$ cat src/rtl/abus_pkg.sv
package abus_pkg;
    localparam int ADDR_W = 32;
    localparam int DATA_W = 32;
    localparam int AM_W   = 6;
    localparam int NREGS  = 16;
    localparam int IDX_W  = $clog2(NREGS);
    localparam int BE_W   = DATA_W / 8;
    localparam int OFS_W  = IDX_W + 2;

    localparam logic [AM_W-1:0] AM_SHORT = 6'h29;
    localparam logic [AM_W-1:0] AM_MID   = 6'h39;
    localparam logic [AM_W-1:0] AM_LONG  = 6'h09;

    typedef enum logic [1:0] {
        SZ_BYTE = 2'd0,
        SZ_HALF = 2'd1,
        SZ_WORD = 2'd2,
        SZ_BAD  = 2'd3
    } xsize_e;

    typedef enum logic [2:0] {
        ST_IDLE,
        ST_HUNT,
        ST_SETTLE,
        ST_RESPOND,
        ST_PARK
    } slv_state_e;
endpackage

$ cat src/rtl/abus_sync.sv
module abus_sync #(
    parameter int W = 8,
    parameter int STAGES = 2,
    parameter logic [W-1:0] RST_VAL = '0
) (
    input  logic         clk,
    input  logic         rst_n,
    input  logic [W-1:0] din,
    output logic [W-1:0] dout
);
    logic [W-1:0] stage_q [STAGES];

    always_ff @(posedge clk or negedge rst_n) begin
        if (!rst_n) begin
            for (int s = 0; s < STAGES; s++) stage_q[s] <= RST_VAL;
        end else begin
            stage_q[0] <= din;
            for (int s = 1; s < STAGES; s++) stage_q[s] <= stage_q[s-1];
        end
    end

    assign dout = stage_q[STAGES-1];
endmodule

$ cat src/rtl/abus_decode.sv
module abus_decode
    import abus_pkg::*;
#(
    parameter logic [ADDR_W-1:0] WIN_BASE = 32'h1234_5640
) (
    input  logic [AM_W-1:0]   am,
    input  logic [ADDR_W-1:0] addr,
    input  logic [1:0]        xsize,
    input  logic [DATA_W-1:0] bus_wdata,
    input  logic [DATA_W-1:0] reg_word,
    output logic              hit,
    output logic              bad_xfer,
    output logic [IDX_W-1:0]  idx,
    output logic [BE_W-1:0]   be,
    output logic [DATA_W-1:0] wword,
    output logic [DATA_W-1:0] rbus
);
    logic [1:0] ofs;
    assign ofs = addr[1:0];
    assign idx = addr[OFS_W-1:2];

    always_comb begin
        unique case (am)
            AM_SHORT: hit = (addr[15:OFS_W] == WIN_BASE[15:OFS_W]);
            AM_MID:   hit = (addr[23:OFS_W] == WIN_BASE[23:OFS_W]);
            AM_LONG:  hit = (addr[31:OFS_W] == WIN_BASE[31:OFS_W]);
            default:  hit = 1'b0;
        endcase
    end

    always_comb begin
        bad_xfer = 1'b0;
        be       = '0;
        wword    = bus_wdata;
        rbus     = '0;
        unique case (xsize_e'(xsize))
            SZ_BYTE: begin
                be    = 4'b1000 >> ofs;
                wword = {4{bus_wdata[7:0]}};
                unique case (ofs)
                    2'd0: rbus[7:0] = reg_word[31:24];
                    2'd1: rbus[7:0] = reg_word[23:16];
                    2'd2: rbus[7:0] = reg_word[15:8];
                    2'd3: rbus[7:0] = reg_word[7:0];
                    default: rbus[7:0] = '0;
                endcase
            end
            SZ_HALF: begin
                bad_xfer   = ofs[0];
                be         = ofs[1] ? 4'b0011 : 4'b1100;
                wword      = {2{bus_wdata[15:0]}};
                rbus[15:0] = ofs[1] ? reg_word[15:0] : reg_word[31:16];
            end
            SZ_WORD: begin
                bad_xfer = (ofs != 2'd0);
                be       = 4'b1111;
                rbus     = reg_word;
            end
            default: bad_xfer = 1'b1;
        endcase
    end
endmodule

$ cat src/rtl/abus_regfile.sv
module abus_regfile
    import abus_pkg::*;
(
    input  logic              clk,
    input  logic              rst_n,
    input  logic              we,
    input  logic [IDX_W-1:0]  widx,
    input  logic [BE_W-1:0]   wbe,
    input  logic [DATA_W-1:0] wdata,
    input  logic [IDX_W-1:0]  ridx_a,
    output logic [DATA_W-1:0] rdata_a,
    input  logic [IDX_W-1:0]  ridx_b,
    output logic [DATA_W-1:0] rdata_b
);
    logic [DATA_W-1:0] mem_q [NREGS];

    always_ff @(posedge clk or negedge rst_n) begin
        if (!rst_n) begin
            for (int i = 0; i < NREGS; i++) mem_q[i] <= '0;
        end else if (we) begin
            for (int b = 0; b < BE_W; b++)
                if (wbe[b]) mem_q[widx][8*b +: 8] <= wdata[8*b +: 8];
        end
    end

    assign rdata_a = mem_q[ridx_a];
    assign rdata_b = mem_q[ridx_b];
endmodule

$ cat src/rtl/abus_slave.sv
module abus_slave
    import abus_pkg::*;
#(
    parameter logic [31:0] WIN_BASE = 32'h1234_5640,
    parameter int SYNC_STAGES = 2
) (
    input  logic        clk,
    input  logic        rst_n,
    input  logic        as_n,
    input  logic        ds_n,
    input  logic        write_n,
    input  logic [5:0]  am,
    input  logic [31:0] addr,
    input  logic [1:0]  xsize,
    input  logic [31:0] d_in,
    output logic [31:0] d_out,
    output logic        d_oe,
    output logic        dtack_n,
    output logic        berr_n,
    output logic        loc_we,
    output logic [3:0]  loc_widx,
    output logic [3:0]  loc_wbe,
    output logic [31:0] loc_wdata,
    input  logic [3:0]  loc_ridx,
    output logic [31:0] loc_rdata
);
    localparam int BUS_W = 3 + AM_W + ADDR_W + 2 + DATA_W;
    localparam logic [BUS_W-1:0] BUS_RST = {3'b111, {(BUS_W-3){1'b0}}};

    logic              as_s, ds_s, wrn_s;
    logic [AM_W-1:0]   am_s;
    logic [ADDR_W-1:0] addr_s;
    logic [1:0]        xsize_s;
    logic [DATA_W-1:0] din_s;

    abus_sync #(.W(BUS_W), .STAGES(SYNC_STAGES), .RST_VAL(BUS_RST)) u_sync (
        .clk  (clk),
        .rst_n(rst_n),
        .din  ({as_n, ds_n, write_n, am, addr, xsize, d_in}),
        .dout ({as_s, ds_s, wrn_s, am_s, addr_s, xsize_s, din_s})
    );

    logic              dec_hit, dec_bad;
    logic [IDX_W-1:0]  dec_idx;
    logic [BE_W-1:0]   dec_be;
    logic [DATA_W-1:0] dec_wword, dec_rbus, bus_word;

    abus_decode #(.WIN_BASE(WIN_BASE)) u_dec (
        .am       (am_s),
        .addr     (addr_s),
        .xsize    (xsize_s),
        .bus_wdata(din_s),
        .reg_word (bus_word),
        .hit      (dec_hit),
        .bad_xfer (dec_bad),
        .idx      (dec_idx),
        .be       (dec_be),
        .wword    (dec_wword),
        .rbus     (dec_rbus)
    );

    slv_state_e state_q, state_d;
    logic as_prev_q, cyc_err_q, cyc_rd_q;
    logic [DATA_W-1:0] rd_q;
    logic as_start, wr_fire;

    assign as_start = as_prev_q && !as_s;
    assign wr_fire  = (state_q == ST_HUNT) && !ds_s && !as_s && !cyc_rd_q && !cyc_err_q;

    abus_regfile u_rf (
        .clk    (clk),
        .rst_n  (rst_n),
        .we     (wr_fire),
        .widx   (dec_idx),
        .wbe    (dec_be),
        .wdata  (dec_wword),
        .ridx_a (dec_idx),
        .rdata_a(bus_word),
        .ridx_b (loc_ridx),
        .rdata_b(loc_rdata)
    );

    always_comb begin
        state_d = state_q;
        unique case (state_q)
            ST_IDLE:    if (as_start) state_d = dec_hit ? ST_HUNT : ST_PARK;
            ST_HUNT:    if (as_s) state_d = ST_IDLE;
                        else if (!ds_s) state_d = ST_SETTLE;
            ST_SETTLE:  state_d = ST_RESPOND;
            ST_RESPOND: if (ds_s) state_d = ST_PARK;
            ST_PARK:    if (as_s) state_d = ST_IDLE;
            default:    state_d = ST_IDLE;
        endcase
    end

    always_ff @(posedge clk or negedge rst_n) begin
        if (!rst_n) begin
            state_q   <= ST_IDLE;
            as_prev_q <= 1'b1;
            cyc_err_q <= 1'b0;
            cyc_rd_q  <= 1'b0;
            rd_q      <= '0;
        end else begin
            state_q   <= state_d;
            as_prev_q <= as_s;
            if (state_q == ST_IDLE && as_start) begin
                cyc_err_q <= dec_bad;
                cyc_rd_q  <= wrn_s;
            end
            if (state_q == ST_HUNT && !ds_s) rd_q <= dec_rbus;
        end
    end

    always_comb begin
        dtack_n   = !(state_q == ST_RESPOND && !cyc_err_q);
        berr_n    = !(state_q == ST_RESPOND && cyc_err_q);
        d_oe      = (state_q == ST_SETTLE || state_q == ST_RESPOND) && cyc_rd_q && !cyc_err_q;
        d_out     = rd_q;
        loc_we    = wr_fire;
        loc_widx  = dec_idx;
        loc_wbe   = dec_be;
        loc_wdata = dec_wword;
    end

    assert_resp_excl_R10: assert property (@(posedge clk) disable iff (!rst_n)
        !(!dtack_n && !berr_n));
    assert_ack_hold_R4: assert property (@(posedge clk) disable iff (!rst_n)
        (!dtack_n && !ds_s) |=> !dtack_n);
    assert_berr_hold_R7: assert property (@(posedge clk) disable iff (!rst_n)
        (!berr_n && !ds_s) |=> !berr_n);
    assert_read_drive_R5: assert property (@(posedge clk) disable iff (!rst_n)
        ($fell(dtack_n) && cyc_rd_q) |-> d_oe);
    assert_oe_on_err_R7: assert property (@(posedge clk) disable iff (!rst_n)
        !berr_n |-> !d_oe);
    assert_write_before_resp_R8: assert property (@(posedge clk) disable iff (!rst_n)
        loc_we |-> (dtack_n && berr_n));
    assert_we_pulse_R8: assert property (@(posedge clk) disable iff (!rst_n)
        loc_we |=> !loc_we);
endmodule

$ cat config.mk
export PLATFORM = sky130hd
export DESIGN_NAME = abus_slave
export DESIGN_NICKNAME = d
export VERILOG_FILES = /design/src/rtl/abus_pkg.sv /design/src/rtl/abus_sync.sv /design/src/rtl/abus_decode.sv /design/src/rtl/abus_regfile.sv /design/src/rtl/abus_slave.sv
export SDC_FILE = /design/constraint.sdc
export NUM_CORES = 1
export LEC_CHECK = 0
export ABC_AREA = 0
export BUFFER_PORTS_ARGS = -buffer_cell sky130_fd_sc_hd__buf_2
export CELL_PAD_IN_SITES_DETAIL_PLACEMENT = 0
export CELL_PAD_IN_SITES_GLOBAL_PLACEMENT = 1
export CORE_MARGIN = 1.5
export CORE_UTILIZATION = 56
export CTS_BUF_LIST = sky130_fd_sc_hd__clkbuf_8
export CTS_CLUSTER_DIAMETER = 150
export CTS_CLUSTER_SIZE = 16
export DETAILED_ROUTE_END_ITERATION = 10
export PLACE_DENSITY = 0.85
export SLEW_MARGIN = 20
export SYNTH_ARGS = -nofsm -noshare
export SYNTH_HDL_FRONTEND = slang
export SYNTH_SLANG_ARGS = --single-unit
$ cat constraint.sdc
create_clock -name clk -period 6.6 [get_ports clk]
set_input_delay 0.66 -clock clk [delete_from_list [all_inputs] [get_ports clk]]
set_output_delay 0.66 -clock clk [all_outputs]
set_load 0.05 [all_outputs]
# Yosys cells after proc, flatten, opt, wreduce, memory -nomap -nowiden

Cells that the tools add are included.

Bits in registers: 700
Input bits: 81
Output and inout bits: 108
Logic and storage cells: 113

$lt $le $gt $ge: 3
Equal/unequal tests: 19
Shift-type cells: 1
Multiplexer cells: 42
Bitwise logic cells: 2
Reductions and logical operators: 23

Operators by type and width:

| kind                   | count |
|---|---|
| $mux W512              | 7 |
| $bwmux W512            | 4 |
| $demux W32 S4          | 4 |
| $bmux W32 S4           | 2 |
| $mux W32               | 5 |
| $pmux W32 S2           | 1 |
| $mux W16               | 3 |
| $pmux W8 S4            | 1 |
| $eq A26 B23 Y1 const B | 1 |
| $mux W24               | 1 |
| $pmux W8 S3            | 1 |
| $eq A18 B16 Y1 const B | 1 |
| $mux W3                | 6 |
| $pmux W8 S2            | 1 |
| $pmux W3 S5            | 1 |
| $eq A6 B6 Y1 const B   | 2 |
| $pmux W4 S3            | 1 |
| $logic_and A1 B1 Y1    | 11 |
| $eq A10 B9 Y1 const B  | 1 |
| $ge A5 B5 Y1 const B   | 2 |
| $not A4 Y5             | 2 |
| $mux W8                | 1 |
| $eq A2 B2 Y1 const B   | 3 |
| $eq A3 B2 Y1 const B   | 2 |
| other kinds (17)       | 26 |

# Depth between registers and ports, before layout

Gate-level depths: netlist (run 1).

Word-level depth: 16
Depth in mapped cells: 11

# Cells and area by module

A second synthesis (run 1) with hierarchy kept.

Cell total of the unflattened synthesis: 2,188
Area, all modules: 33,798.7 sq um

Modules (own cells, without submodules):

| module       | instances | cells each | area each (sq um) |
|---|---|---|---|
| abus_regfile | 1         | 1,701      | 26,713.1 |
| abus_sync    | 1         | 225        | 4,324.1 |
| abus_slave   | 1         | 97         | 1,537.7 |
| abus_decode  | 1         | 165        | 1,223.7 |

# Worst setup path before layout (run 1)

Ideal clock, no wire load.

Path kind: input to output
Start: in loc_ridx[0]
End: out loc_rdata[11]
Arrival time: 2.891 ns
Path slack: 3.049 ns
Stages on the path: 4
Path buffers: 2
Cells stage by stage: clkbuf_1 buf_1 mux4_2 mux4_2

Word-level cells in the longest chain between the ends: 4

Ends and longest elaborated chain:

| item                                         | RTL line           | text |
|---|---|---|
| from (decl)                                  | abus_slave.sv:24   | `input logic [3:0] loc_ridx,` |
| $not A4 Y5 (not written as such)             | abus_regfile.sv:27 | `assign rdata_b = mem_q[ridx_b];` |
| $bmux W32 S4                                 | abus_regfile.sv:27 |  |
| $mux W32 (not written as such) (2 in series) | abus_regfile.sv:27 |  |
| to (decl)                                    | abus_slave.sv:25   | `output logic [31:0] loc_rdata` |

Every way passes these cells. The select of a mux whose other input is x is not followed.

# Final worst setup path (run 1)

Start: reg u_sync.stage_q (netlist bit u_sync.dout[32])
End: out loc_wdata[20]

Word-level cells in the longest chain between the ends: 2

Ends and longest elaborated chain:

| item                                                    | RTL line          | text |
|---|---|---|
| from (decl)                                             | abus_sync.sv:11   | `logic [W-1:0] stage_q [STAGES];` |
| $eq A2 B1 Y1 / $logic_not A2 Y1 (equally long branches) | abus_decode.sv:36 | `unique case (xsize_e'(xsize))` |
| $pmux W32 S2 (*)                                        | abus_decode.sv:36 |  |
| to (decl)                                               | abus_slave.sv:23  | `output logic [31:0] loc_wdata,` |

Every way passes the cells marked *; elsewhere a longest branch is shown, timed or not.

==> impl_metrics.toml, run 1 <==
[setup_path]
path_delay_family = "multiplexers"
rr_worst_depth = 5
path_class = "flip-flop to output pin"
cp-start-kind = "flip-flop"
r2r_setup_slack_ns = 2.81
max_stage_delay_ns = 0.75
cp.depth = 6
reg2reg_from = "u_sync.dout[36]$_DFF_PN0_"
endpoint_kind = "output pin"
slowest_stage = "mux2i_4"
critPathMaxFanout = 20
r2r_end = "u_rf.mem_q[67]$_DFFE_PN0P_"
timing.critical_path.buf_inv = 3
cp.required_ns = 5.94
path_cells = "inv_1, ha_1, nor2_4, mux2i_4, inv_1, buf_2"
arrival_ns = 3.41
crit_top_cell = "inv_1"

[synthesis]
ys_seq_elements = 700
netlist_area_sq_um = 33500
synth_edf_count = 0
ys_async_sr_fraction = 1.00
seq_area_frac_synth = 0.523
syn_area_per_cell_sq_um = 12.4
syn_inst = 2698
ys_types = 58
ys.flop_type = "dfrtp_1"
synth_nets = 2783
synth_warnings = 0

[finish]
fin_area_sq_um = 35900
final_layout_size_suffix_gt1_frac = 0.276
syn_to_final_growth_pct = 7.18
nNetsFinal = 2865
final_cells = 3579

[die]
rows = 89
die_area_sq_um = 61300
num_io_pins = 189
start_util = 0.567
die_w_microns = 248
die_y_microns = 248
core-area_sq_um = 59000

[timing]
skew_ns = 0.0434
drv_slew = 0
hold_viol_final = 0
holdWs_ns = 0.0448
max_clock_freq_ghz = 0.246
tns_ns = 0
fin_crit_ns = 4.07
fin_crit_sh = 0.617
rsz0062_at_grt = "false"
setup_violations = 0
max_slew_margin = 0.233
worstMarginPinSlew_ns = 1.15

[pwr]
ir_drop_mv = 0.201
p_leak_nw = 16.4
cellPowerDensity_nw_per_um2 = 202

[status]
violations = "DRC"
outcome = "finished with violations"

[min_path]
holdCritStartpoint = "d_in[5]"
hold_path_end = "u_sync.stage_q[80]$_DFF_PN0_"
min_path_cells = 1
hp-class = "input port to flip-flop"

[clock_network]
root_buffer = "clkbuf_8"
clk_path_buf_depth = 3
cts_htree_levels = 2
cts-resized-gates = 0
cts_tree = "done"
clk_pin_slew_ns = 0.11
cts.sinks = 700
numCtsBuffers = 49
insertion_delay_ns = 0.72

[grt]
grt_pass1_wl_mm = 146
grt_pass1_vias = 22984
overflow = 0
antenna_found_initial = 2
grt_max_degree = 180
track_usage = 0.322

[place]
dpl-instance-area_sq_um = 35000
routabilityCongestion = 0.968
placedCellCount = 3500
io_buffers = 188
place_hpwl_mm = 66.1

[job]
max-cap-violations = 0

[route]
post_drt_wl_per_cell_microns = 27.0
drt_wl_total_mm = 96.7
drc = 1
first_pass_iters = 8
first_iter_violations = 2462
final_antenna_net_count = 0
vias = 23274
viasPerCell = 6.50
[registers in the layout (all words and copies together), names as in the netlist]
| signal | cells |
|---|---|
| as_prev_q | 1 |
| cyc_err_q | 1 |
| cyc_rd_q | 1 |
| d_out | 32 |
| state_q | 3 |
| u_rf.mem_q | 512 |
| u_sync.dout | 75 |
| u_sync.stage_q | 75 |
[per-layer routing]
metal,up-vias,GRT usage,part of all wire
li1,10001,-,-
met4,0,0.120,0.040
met1,12060,0.460,0.41
met2,1023,0.496,0.47
met3,190,0.0626,0.076
met5,-,0,0
[metrics by stage]
stage	setup slack, ns	utilization	total power, W
floorplan	3.05	-	0.00488
global placement	2.62	0.593	0.00519
detailed placement	2.57	0.593	0.00521
CTS	1.93	0.607	0.00730
global route	2.35	0.608	0.00751
finish	2.53	0.608	0.00726
[what timing repair did]
action / CTS / global route
buffers inserted: 0 / 0
endpoints found under the setup margin: 0 / 0
hold buffers: 1 / 0
hold endpoints to repair: 17 / 0
[cell usage in the layout, fill, tap and decap left out, types with 4 or more instances in the layout]
cell	count
o22ai_1	28
buf_12	4
nor2b_1	20
inv_1	55
mux4_2	242
a21oi_1	354
or2_2	4
dfrtp_1	689
a22oi_1	43
ha_1	4
a221o_1	12
a22o_1	17
and2_1	12
mux2i_2	7
o221ai_1	14
nand2_1	129
a221oi_2	6
nand3_1	19
nor2_2	14
buf_2	185
dfstp_2	7
a211oi_1	16
or3b_2	6
nand2b_1	9
clkbuf_8	50
buf_4	51
o21ai_0	95
nor2_1	345
nor2_4	31
mux2i_1	130
or3_1	7
mux2_2	144
[cells by family after synthesis]
| family | after synthesis | share of synthesized area |
|---|---|---|
| fa+ha+maj | 4 | 0.00149 |
| mux | 524 | 0.252 |
| simple gates | 621 | 0.0861 |
| buf+inv | 245 | 0.0329 |
| compound gates | 604 | 0.104 |
| flops | 700 | 0.523 |
[where the power goes]
part	switching, W	total, W	internal (W)
combinational	0.000495	0.000701	0.000206
clock	0.00140	0.00214	0.000736
sequential	0.0000835	0.00443	0.00434
total	0.00198	0.00726	0.00528
[worst max-delay path by stage]
stage                                    from       endpoint
floorplan                         loc_ridx[0]  loc_rdata[11]
global route        u_sync.dout[32]$_DFF_PN0_  loc_wdata[20]
finish              u_sync.dout[32]$_DFF_PN0_  loc_wdata[20]
detailed placement                loc_ridx[0]  loc_rdata[20]
global placement                  loc_ridx[0]  loc_rdata[20]
CTS                 u_sync.dout[32]$_DFF_PN0_  loc_wdata[20]
[Yosys cell counts (19+ instances only)]
| master | number | area share |
|---|---|---|
| a22oi_1 | 43 | 0.0096 |
| buf_4 | 24 | 0.0054 |
| mux2i_1 | 138 | 0.041 |
| mux4_2 | 242 | 0.16 |
| o21ai_0 | 95 | 0.014 |
| o22ai_1 | 28 | 0.0052 |
| buf_2 | 49 | 0.0073 |
| nand2_1 | 129 | 0.014 |
| nand3_1 | 19 | 0.0028 |
| inv_1 | 32 | 0.0036 |
| nor2_1 | 354 | 0.040 |
| buf_1 | 29 | 0.0033 |
| nor2b_1 | 20 | 0.0037 |
| clkbuf_1 | 107 | 0.012 |
| mux2_2 | 144 | 0.048 |
| nor2_4 | 30 | 0.010 |
| a21oi_1 | 357 | 0.053 |
| dfrtp_1 | 693 | 0.52 |
[final cells by class]
type | count | area, sq um
multi-input cells | 1753 | 15000
clock buffers | 49 | 674
inverters | 32 | 120
diodes | 1 | 2.50
well taps | 773 | 967
flip-flops and latches | 700 | 17500
fillers | 4765 | 23100
clock inverters | 27 | 153
repair buffers | 244 | 1460
[worst register-to-register path, cell delays in order, from the launching register on]
cell and delay (ns):
dfrtp_4 1.03, buf_4 0.62, nor2b_1 0.50, nand3_1 0.43, nor2_2 0.69, mux2_2 0.41
No activity file was read; power rests on OpenSTA's default activity.
==> inputs of run 2 (changes only) <==
--- a/config.mk
+++ b/config.mk
@@ -5,17 +5,17 @@
 export SDC_FILE = /design/constraint.sdc
 export NUM_CORES = 1
 export LEC_CHECK = 0
-export ABC_AREA = 0
+export ABC_AREA = 1
 export BUFFER_PORTS_ARGS = -buffer_cell sky130_fd_sc_hd__buf_2
 export CELL_PAD_IN_SITES_DETAIL_PLACEMENT = 0
 export CELL_PAD_IN_SITES_GLOBAL_PLACEMENT = 1
 export CORE_MARGIN = 1.5
-export CORE_UTILIZATION = 56
+export CORE_UTILIZATION = 48
 export CTS_BUF_LIST = sky130_fd_sc_hd__clkbuf_8
 export CTS_CLUSTER_DIAMETER = 150
 export CTS_CLUSTER_SIZE = 16
 export DETAILED_ROUTE_END_ITERATION = 10
-export PLACE_DENSITY = 0.85
+export PLACE_DENSITY = 0.8
 export SLEW_MARGIN = 20
 export SYNTH_ARGS = -nofsm -noshare
 export SYNTH_HDL_FRONTEND = slang
==> constraint.sdc (replaced) <==
create_clock -name clk -period 3.9 [get_ports clk]
set_input_delay 0.39 -clock clk [delete_from_list [all_inputs] [get_ports clk]]
set_output_delay 0.39 -clock clk [all_outputs]
set_load 0.05 [all_outputs]
==> run 2 against run 1 <==
  * The run now ends clean
  * Synthesized cell count up 63%
  * Clock skew shrank 0.0031 ns
  * Highest routed layer is now met5
  * Routed wire length is 27% higher
  * Largest cell class unchanged
  * Cell area increased by 6.5%
==> impl_metrics.toml, run 2 <==
[clock_network]
post-cts-setup-buffer-count = 0
clk_pin_slew_ns = 0.12
root_buffer = "clkbuf_8"
insertion_delay_ns = 0.73
cts.sinks = 700
cts_tree = "done"
clk_path_buf_depth = 3
ctsHoldBuffers = 76
cts-resized-gates = 0
cts_htree_levels = 2
numCtsBuffers = 49

[route]
drc = 0
first_iter_violations = 3340
post_drt_wl_per_cell_microns = 22.3
viasPerCell = 5.65
first_pass_iters = 6
vias = 31012
drt_wl_total_mm = 123
final_antenna_net_count = 0

[setup_path]
r2r_setup_slack_ns = 0.51
max_stage_delay_ns = 0.51
slowest_stage = "o21ai_1"
crit_top_cell = "buf_4"
cp-start-kind = "flip-flop"
endpoint_kind = "output pin"
path_cells = "inv_1, ha_1, buf_4, nor2_2, buf_4, nand2_1, o21ai_1, buf_2"
cp.required_ns = 3.51
critPathMaxFanout = 24
path_class = "flip-flop to output pin"
arrival_ns = 3.16

[timing]
max_slew_margin = 0.354
fin_crit_ns = 3.55
setup_violations = 0
skew_ns = 0.0403
worstMarginPinSlew_ns = 0.962
max_clock_freq_ghz = 0.281
fin_crit_sh = 0.911
rsz0062_at_grt = "false"
tns_ns = 0
drv_slew = 0
hold_viol_final = 0
setup_slack_ns = 0.345

[synthesis]
yosys-top-cells-area = "dfrtp_1 (50%), nand2_1 (17%), o21ai_0 (12%)"
synth_top_area_frac = 0.499
netlist_area_sq_um = 34800
synth_top_family_by_area = "simple AND/OR/NAND/NOR gates"
ys_async_sr_fraction = 1.00
synth_nets = 4487
ys_types = 36
syn_inst = 4402
yosys.area.top_type = "dfrtp_1"
synthTopCellsByCount = "nand2_1 (1,595), o21ai_0 (801), dfrtp_1 (693)"
ys.flop_type = "dfrtp_1"
synth_fa_ha_area_frac = 0.00144
yosysMostFrequentCell = "nand2_1"
syn_area_per_cell_sq_um = 7.89
yosys.area_share.simple = 0.220
synth_edf_count = 0
seq_area_frac_synth = 0.504
ys_seq_elements = 700
synth_xor_area_frac = 0
synth_warnings = 0
synth_compound_area_frac = 0.163
synthMuxAreaShare = 0.0493

[finish]
syn_to_final_growth_pct = 10.0
final_cell_mix = "nand2_1 (1,595), o21ai_0 (801), dfrtp_1 (691)"
nNetsFinal = 4607
final_common_cell = "nand2_1"
largest_reg_flops = 512
largest-register = "u_rf.mem_q"
final_cells = 5492
final_layout_size_suffix_gt1_frac = 0.122

[grt]
track_usage = 0.329
grt_max_degree = 167
grt_pass1_vias = 28836
overflow = 0
grt_pass1_wl_mm = 186
antenna_found_initial = 5

[die]
start_util = 0.485
die_w_microns = 272
core-area_sq_um = 71600
rows = 98
die_y_microns = 272
die_area_sq_um = 74000
num_io_pins = 189

[place]
placedCellCount = 5345
place_ws_ns = 0.621
place_hpwl_mm = 78.6
io_buffers = 188
routabilityCongestion = 0.877

[job]
max-cap-violations = 0

[pwr]
cellPowerDensity_nw_per_um2 = 367
p_leak_nw = 18.5
ir_drop_mv = 0.413

[min_path]
hp-class = "input port to asynchronous set/reset pin"

[status]
outcome = "finished clean"
run 2: cell types whose count changed after synthesis, moves of 138 or more:
cell	change
nand2_1	+1466
o21ai_0	+706
a21oi_1	-251
mux4_2	-242
inv_1	+188
mux2i_1	-138
run 2: layout make-up:
cell class                      instances  area (sq um)
Multi-Input combinational cell       3174         15100
Tap cell                              950          1190
Fill cell                            6862         33400
Inverter                              227           861
Sequential cell                       700         17500
Clock inverter                         19           126
Clock buffer                           49           674
Timing Repair Buffer                  370          2750
Antenna cell                            3          7.51
run 2: path summary, 6_finish.rpt:
path | startpoint | end | cells after the start
max | u_sync.dout[32]$_DFF_PN0_ | loc_wdata[17] | 8
min | rst_n | u_sync.stage_q[112]$_DFF_PN0_ | 2
max reg2reg | u_sync.dout[33]$_DFF_PN0_ | u_rf.mem_q[52]$_DFFE_PN0P_ | 10
min reg2reg | u_sync.stage_q[99]$_DFF_PN0_ | u_sync.dout[24]$_DFF_PN0_ | 0
max in group asynchronous | rst_n | u_sync.dout[29]$_DFF_PN0_ | 4
min in group clk | d_in[13] | u_sync.stage_q[88]$_DFF_PN0_ | 2
run 2: critical path: cells and delay by family, from the launching register on:
| kind | cells | cell delay (ns) |
|---|---|---|
| AOI/OAI and AO/OA | 1 | 0.51 |
| and+or+nand+nor | 2 | 0.24 |
| buffers and inverters | 4 | 1.08 |
| adders and majority gates | 1 | 0.19 |
| DFF | 1 | 0.40 |
run 2: kinds of logic after synthesis:
| kind of cell | Yosys count |
|---|---|
| muxes | 152 |
| buffers and inverters | 528 |
| and+or+nand+nor | 1964 |
| adders and majority gates | 4 |
| DFF | 700 |
| AOI/OAI and AO/OA | 1054 |
run 2: per-stage QoR:
stage	hold WS (ns)	cell area, sq um	utilization	power, W
after global placement	0.328	36700	0.512	0.0103
after CTS	0.154	38200	0.534	0.0141
after global routing	0.193	38200	0.534	0.0146
final	0.182	38200	0.534	0.0140
after detailed placement	0.329	36700	0.512	0.0103
after floorplan	0.0944	34800	-	0.00936
run 2: report_power, final:
group          internal [W]  switching (W)
Combinational      0.000641        0.00178
Clock               0.00123        0.00251
Sequential          0.00760       0.000262
run 2: per-layer routing:
layer  vias to the layer above  GRT usage  part of all wire
li1                      14488          -                 -
met1                     15101      0.473              0.44
met2                      1223      0.515              0.46
met3                       196     0.0435             0.071
met4                         4      0.112             0.034
met5                         -          0           0.00022
